File: src/rtl/vfmt_pkg.sv
package vfmt_pkg;

  typedef enum logic [2:0] {
    FMT_VID_DMX = 3'd0,
    FMT_VID_MUX = 3'd1,
    FMT_RAW_DMX = 3'd2,
    FMT_RAW_MUX = 3'd3,
    FMT_TS      = 3'd4
  } fmt_e;

  typedef enum logic [1:0] {
    RATE_13M5  = 2'd0,
    RATE_27M   = 2'd1,
    RATE_74M25 = 2'd2,
    RATE_148M5 = 2'd3
  } rate_e;

  typedef struct packed {
    fmt_e fmt;
    logic hd;
  } mode_t;

  // Transport stream wins, then an honoured raw request, then video.
  function automatic mode_t decode_mode(input logic narrow, input logic hd,
                                        input logic raw_req, input logic ts,
                                        input logic ext);
    mode_t m;
    m.hd = hd;
    if (ts)
      m.fmt = FMT_TS;
    else if (raw_req && ext)
      m.fmt = narrow ? FMT_RAW_MUX : FMT_RAW_DMX;
    else
      m.fmt = narrow ? FMT_VID_MUX : FMT_VID_DMX;
    return m;
  endfunction

  function automatic rate_e rate_of(input mode_t m);
    rate_e r;
    case (m.fmt)
      FMT_TS:                   r = RATE_27M;
      FMT_VID_MUX, FMT_RAW_MUX: r = m.hd ? RATE_148M5 : RATE_27M;
      default:                  r = m.hd ? RATE_74M25 : RATE_13M5;
    endcase
    return r;
  endfunction

endpackage

File: src/rtl/vfmt_mode_ctl.sv
module vfmt_mode_ctl
  import vfmt_pkg::*;
(
  input  logic       clk,
  input  logic       rst_n,
  input  logic       sol_i,
  input  logic       width_narrow_i,
  input  logic       hd_i,
  input  logic       bypass_i,
  input  logic       asi_i,
  input  logic       pins_ext_i,
  output fmt_e       fmt_cur_o,
  output logic       phase_cur_o,
  output logic [1:0] rate_code_o
);

  mode_t mode_q, mode_n, mode_cur;
  logic  ph_q, ph_n, ph_cur;

  // Format and phase that apply in this cycle
  always_comb begin
    mode_cur = mode_q;
    ph_cur   = ph_q;
    if (sol_i) begin
      mode_cur = decode_mode(width_narrow_i, hd_i, bypass_i, asi_i, pins_ext_i);
      ph_cur   = 1'b0;
    end
    mode_n = mode_cur;
    ph_n   = ~ph_cur;
  end

  always_ff @(posedge clk or negedge rst_n) begin
    if (!rst_n) begin
      mode_q <= '{fmt: FMT_VID_DMX, hd: 1'b0};
      ph_q   <= 1'b0;
    end else begin
      mode_q <= mode_n;
      ph_q   <= ph_n;
    end
  end

  assign fmt_cur_o   = mode_cur.fmt;
  assign phase_cur_o = ph_cur;
  assign rate_code_o = rate_of(mode_q);

endmodule

File: src/rtl/vfmt_lane_mux.sv
module vfmt_lane_mux
  import vfmt_pkg::*;
#(
  parameter int WORD_W = 10,
  localparam int BUS_W = 2 * WORD_W
) (
  input  logic              clk,
  input  logic              rst_n,
  input  fmt_e              fmt_cur_i,
  input  logic              phase_cur_i,
  input  logic [WORD_W-1:0] word_a_i,
  input  logic [WORD_W-1:0] word_b_i,
  output logic [BUS_W-1:0]  dout_o,
  output logic              pclk_en_o
);

  localparam logic [WORD_W-1:0] LANE_LOW = '0;

  logic [BUS_W-1:0]  dout_q, dout_n;
  logic              en_q, en_n;
  logic [WORD_W-1:0] keep_q, keep_n;

  always_comb begin
    dout_n = dout_q;
    en_n   = 1'b0;
    keep_n = keep_q;
    case (fmt_cur_i)
      FMT_VID_DMX, FMT_RAW_DMX: begin
        if (!phase_cur_i) begin
          dout_n = {word_a_i, word_b_i};
          en_n   = 1'b1;
        end
      end
      FMT_VID_MUX: begin
        en_n = 1'b1;
        if (!phase_cur_i) begin
          dout_n = {word_b_i, LANE_LOW};
          keep_n = word_a_i;
        end else begin
          dout_n = {keep_q, LANE_LOW};
        end
      end
      FMT_RAW_MUX: begin
        en_n = 1'b1;
        if (!phase_cur_i) begin
          dout_n = {word_a_i, LANE_LOW};
          keep_n = word_b_i;
        end else begin
          dout_n = {keep_q, LANE_LOW};
        end
      end
      FMT_TS: begin
        en_n   = 1'b1;
        dout_n = {word_a_i, LANE_LOW};
      end
      default: begin
        dout_n = '0;
      end
    endcase
  end

  always_ff @(posedge clk or negedge rst_n) begin
    if (!rst_n) begin
      dout_q <= '0;
      en_q   <= 1'b0;
      keep_q <= '0;
    end else begin
      dout_q <= dout_n;
      en_q   <= en_n;
      keep_q <= keep_n;
    end
  end

  assign dout_o    = dout_q;
  assign pclk_en_o = en_q;

endmodule

File: src/rtl/vfmt_out.sv
module vfmt_out
  import vfmt_pkg::*;
#(
  parameter int WORD_W = 10
) (
  input  logic                  clk,
  input  logic                  rst_n,
  input  logic                  sol_i,
  input  logic                  width_narrow_i,
  input  logic                  hd_i,
  input  logic                  bypass_i,
  input  logic                  asi_i,
  input  logic                  pins_ext_i,
  input  logic [WORD_W-1:0]     word_a_i,
  input  logic [WORD_W-1:0]     word_b_i,
  output logic [2*WORD_W-1:0]   dout_o,
  output logic                  pclk_en_o,
  output logic [1:0]            rate_code_o
);

  fmt_e fmt_cur;
  logic phase_cur;

  vfmt_mode_ctl u_mode (
    .clk            (clk),
    .rst_n          (rst_n),
    .sol_i          (sol_i),
    .width_narrow_i (width_narrow_i),
    .hd_i           (hd_i),
    .bypass_i       (bypass_i),
    .asi_i          (asi_i),
    .pins_ext_i     (pins_ext_i),
    .fmt_cur_o      (fmt_cur),
    .phase_cur_o    (phase_cur),
    .rate_code_o    (rate_code_o)
  );

  vfmt_lane_mux #(.WORD_W(WORD_W)) u_lanes (
    .clk         (clk),
    .rst_n       (rst_n),
    .fmt_cur_i   (fmt_cur),
    .phase_cur_i (phase_cur),
    .word_a_i    (word_a_i),
    .word_b_i    (word_b_i),
    .dout_o      (dout_o),
    .pclk_en_o   (pclk_en_o)
  );

endmodule

File: config.mk
export PLATFORM = sky130hd
export DESIGN_NAME = vfmt_out
export DESIGN_NICKNAME = d
export VERILOG_FILES = /design/src/rtl/vfmt_pkg.sv /design/src/rtl/vfmt_mode_ctl.sv /design/src/rtl/vfmt_lane_mux.sv /design/src/rtl/vfmt_out.sv
export SDC_FILE = /design/constraint.sdc
export NUM_CORES = 1
export LEC_CHECK = 0
export ABC_AREA = 1
export BUFFER_PORTS_ARGS = -buffer_cell sky130_fd_sc_hd__buf_2
export CAP_MARGIN = 5
export CORE_AREA = 2 2 78 80
export CTS_BUF_LIST = sky130_fd_sc_hd__clkbuf_8
export DETAILED_ROUTE_END_ITERATION = 12
export DIE_AREA = 0 0 80 82
export PLACE_DENSITY_LB_ADDON = 0.12
export SYNTH_ARGS = -nofsm -noshare
export SYNTH_HDL_FRONTEND = slang
export SYNTH_SLANG_ARGS = --single-unit
File: constraint.sdc
create_clock -name clk -period 2.75 [get_ports clk]
set_clock_uncertainty 0.2 [all_clocks]
set_input_delay 0.55 -clock clk [delete_from_list [all_inputs] [get_ports clk]]
set_output_delay 0.55 -clock clk [all_outputs]
set_load 0.02 [all_outputs]
# Word-level counts from Yosys, hierarchy flattened
# Cells that the tools add are included.
# classes
n_div	0
multipliers	0
muxes	18
bitwise	1
n_addsub	0
magnitude_cmp	0
n_reduce_logical	7
shift	0
n_eq_ne	10
# op_table
cell	n
$pmux 20 s4	1
$mux 20	3
$mux 10	2
$pmux 10 s2	1
$eq 3x2->1 const B	3
$eq 3x1->1 const B	2
$eq 3x3->1 const B	2
$mux 3	2
$ne 2x2->1 const B	3
$mux 1	4
$mux 2	2
$mux 4	1
$pmux 2 s2	1
$reduce_or 2->1	2
$logic_not 3->1	1
$reduce_and 3->1	1
$reduce_or 3->1	1
$pmux 1 s2	1
$reduce_bool 2->1	1
$logic_and 1x1->1	1
$not 1->1	1
# totals
elab_cells	42
inputBits	28
latch_bits	0
ram_bits	0
mem_bits_ro	0
output_inout_bits	23
reg_bits	36
n_memories	0

# Depth between registers and ports, before layout
# depth
word_depth	7
ltp_mapped	11
ltp_nobuf	10

# Cells and area by module
# A second synthesis with hierarchy kept.
# hier_totals
hier_cells	273
hier_area_um2	1920.6
# modules_own_cells
mod	area_each_um2	cells_each	seq_area_each_um2	instances
vfmt_lane_mux	1699.1	245	775.7	1
vfmt_mode_ctl	221.5	28	125.1	1

# Worst setup path before layout
# Ideal clock, no wire load.
# synth_timing
path_kind	in2reg
start	input port sol_i
end	register u_lanes.dout_q[10] (netlist: u_lanes.dout_o[10])
setup_ns	0.065
path_buffers	2
path_slack_ns	1.047
stages	7
arrival_ns	1.438
required_ns	2.485
cell_sequence	buf_6 o21ai_4 clkbuf_1 nand4_1 nand3_1 nand2_1 nand2_1
# synth_between
elab_chain_cells	4
word_cells_on_any_way	12
cone_classes	5 x eq/ne; 5 x mux; 2 x reduce/logical
# synth_lines
element	line	text
from (decl)	vfmt_out.sv:8	input logic sol_i,
$mux 4	vfmt_mode_ctl.sv:24	if (sol_i) begin
$eq 3x2->1 or $logic_not 3->1 (tied branches)	vfmt_lane_mux.sv:27	case (fmt_cur_i)
$reduce_or 2->1	vfmt_lane_mux.sv:27	
$pmux 20 s4 or $ne 2x2->1 (tied branches)	-	
to (signal assigned)	vfmt_lane_mux.sv:68	dout_q <= dout_n;
to (decl)	vfmt_lane_mux.sv:19	logic [BUS_W-1:0] dout_q, dout_n;
# Parallel ways exist; a longest one is shown, timed or not.
# A chain may end at the register's enable or synchronous reset.

# Worst setup path after layout
# layout_timing
start	input port sol_i
end	register u_lanes.dout_q[13] (netlist: u_lanes.dout_o[13])
# Same word-level chain as after synthesis.

==> impl_results.md <==
* Share of the synthesized area in the top cell type at 0.426
* Fmax at just over 500 MHz
* Core area at 5750 µm²
* Slew Limit Fails at 0
* Clk_lat worst skew at 0.29 ns
* Max Buffers Root-to-Sink at 2
* CP peak stage delay at about 0.24 ns
* Die Ht at 82 µm
* Setup bufs post-CTS at 0
* Initial antenna violation count at 0
* GRT overflow at 0
* Largest area contributor in the netlist: dfrtp_1
* Max Cap Viol at 0
* Syn_area_per_cell at 6.70 µm²
* Reg2reg end: u_lanes.keep_q[2]
* Post-DR vias/cell at 4.62
* Largest net degree at the start of global routing at 37
* Final setup vio count at 0
* Detailed Route WL at 5150 µm
* # IOs at 51
* Slowest library cell on the worst path: nand2_2
* Met2 Use GR at 0.284
* Horiz. Die Dim at 80 µm
* Gpl congestion at 0.812
* Syn_nets at 344
* CTS Hold Bufs at 0
* Vias in the first global route at 2055
* Worst min path class: input pin to async pin
* Post-DRT Antenna Nets at 0
* DIE AREA at 6560 µm²
* Htree depth at 2
* Util after Layout at 0.439
* Vias post-DR at 2039
* Worst Setup End Kind: flop
* Reg2Reg Setup Slack at about 0.94 ns
* Clk pin slew, worst setup/hold paths at 0.07 ns
* Sequential fraction of the synthesis area at 0.426
* R2r startpoint: u_mode.mode_q[3]
* CTS tree: yes
* Static leakage at 1.55 nW
* Fin. Hold Viols at 0
* CP required at 2.73 ns
* Num rows at 28
* Fin Hold WS at 0.147 ns
* First-pass GRT wire length at 9240 µm
* Crit-path cells: buf_2 > nand3_1 > nand2_2 > inv_2 > nand2_2 > nand2_2 > nand2_1 > nand3_1 > nand2_1 > nand2_1
* GRT busiest layer: met2
* TritonRoute pass-1 iters at 4
* Setup TNS at 0 ns
* Drt initial violations at between 80 and 90
* Power Dens Cells at 564 nW/µm²
* Final nets at 393
* Initial Utilization at 0.368
* Synth cell types at 20
* Synth warn at 0
* Worst path bufs/invs at 2
* Layout cells sized above 1 at 0.205
* Leading cell type in the layout, fill and taps excluded: nand2_1
* RSZ-0062 raised after global routing: no
* Largest delay share family, worst path: simple AND/OR/NAND/NOR gates
* Startpoint type of the worst setup path: input pin
* Worst slew margin at 0.463
* Post-cts sizing count at 0
* Worst setup margin at 0.778 ns
* Dpl ws at between 0.4 and 0.5 ns
* Clk sinks at 36
* Max VDD drop at 0.000262 V
* R2R depth at 6
* Arr. time, crit path at about 2 ns
* Root Buffer: clkbuf_8
* Global Route Usage Sum at 0.181
* Yosys reg bits at 36
* Worst-margin pin slew at 0.805 ns
* Post-DP HPWL at about 3800 µm
* Status: complete, no violations
* Crit path kind: input pin to flop
* Drt drc at 0
* DR WL/cell at about 12 µm
* Crit Path Max Fanout at 14
* Final Critical Period at 1.97 ns
* Final Cycle Share at 0.717
* IO Port Bufs at 50
* Number of antenna diodes at 0
* Syn Inst Count at 316
* Area contributors post-synth: dfrtp_1 43%, nand2_1 21%, inv_1 9.2%
* Netlist Area Pre-Place at approximately 2100 µm²
* Area grow syn2layout at 19.1%
* Cts bufs inserted at 5
* GR Layer Usage met1 at 0.246
* Global Route met3 Usage at 0.0385
* Most frequent cells in the layout: 119 x nand2_1, 54 x inv_1, 50 x buf_2
==> worst max path at each step <==
stage / slack [ns] / to / from / cells past startpoint
4_1_cts: 0.75 / u_lanes.dout_o[18] / sol_i / 10
2_1_floorplan: 1.05 / u_lanes.dout_o[10] / sol_i / 7
5_1_grt: 0.56 / u_lanes.dout_o[13] / sol_i / 10
3_3_place_gp: 0.49 / u_lanes.dout_o[18] / sol_i / 10
6_report: 0.78 / u_lanes.dout_o[13] / sol_i / 10
3_5_place_dp: 0.44 / u_lanes.dout_o[18] / sol_i / 10
==> per-layer routing <==
layer | vias up | part of all wire
met4 | 0 | 0.021
met5 | - | 0
met2 | 49 | 0.43
met3 | 8 | 0.042
li1 | 1069 | -
met1 | 913 | 0.51
==> layout make-up <==
class	count	area, µm²
fillers	648	3220
multi-input cells	210	931
flip-flops and latches	36	901
repair buffers	56	295
inverters	56	210
well taps	75	93.8
clock buffers	6	82.6
clock inverters	2	7.51
==> synthesized netlist by cell type, drive strengths merged <==
| cell type | number |
|---|---|
| a21oi | 11 |
| nand2 | 123 |
| buf | 11 |
| clkbuf | 3 |
| o21ai | 22 |
| a31oi | 1 |
| dfrtp | 36 |
| nor3 | 1 |
| nor2 | 18 |
| a21boi | 1 |
| nand3 | 23 |
| nand4 | 10 |
| inv | 56 |
==> logic make-up after synthesis <==
group                  Yosys count  share of synthesized area
AO/OA/AOI/OAI                   35                     0.0898
buffers and inverters           70                      0.135
flip-flops                      36                      0.426
AND/OR/NAND/NOR                175                      0.350
==> report_power, final <==
group	switching, mW	internal, mW	leakage (nW)
Sequential	0.0411	0.612	0.453
Combinational	0.257	0.129	1.04
Clock	0.187	0.197	0.0538
==> per-stage QoR <==
step           area (µm²)  total power, mW  std cells
2_1_floorplan        2120            0.926        316
3_3_place_gp         2430             1.05        433
3_5_place_dp         2430             1.05        433
4_1_cts              2520             1.45        441
5_1_grt              2520             1.54        441
6_report             2520             1.42        441
==> state kept, by name, summed over array words and instances, names as in the netlist <==
register,count
u_mode.mode_q,4
u_mode.ph_q,1
u_lanes.pclk_en_o,1
u_lanes.keep_q,10
u_lanes.dout_o,20
No activity file was read; power rests on OpenSTA's default activity.
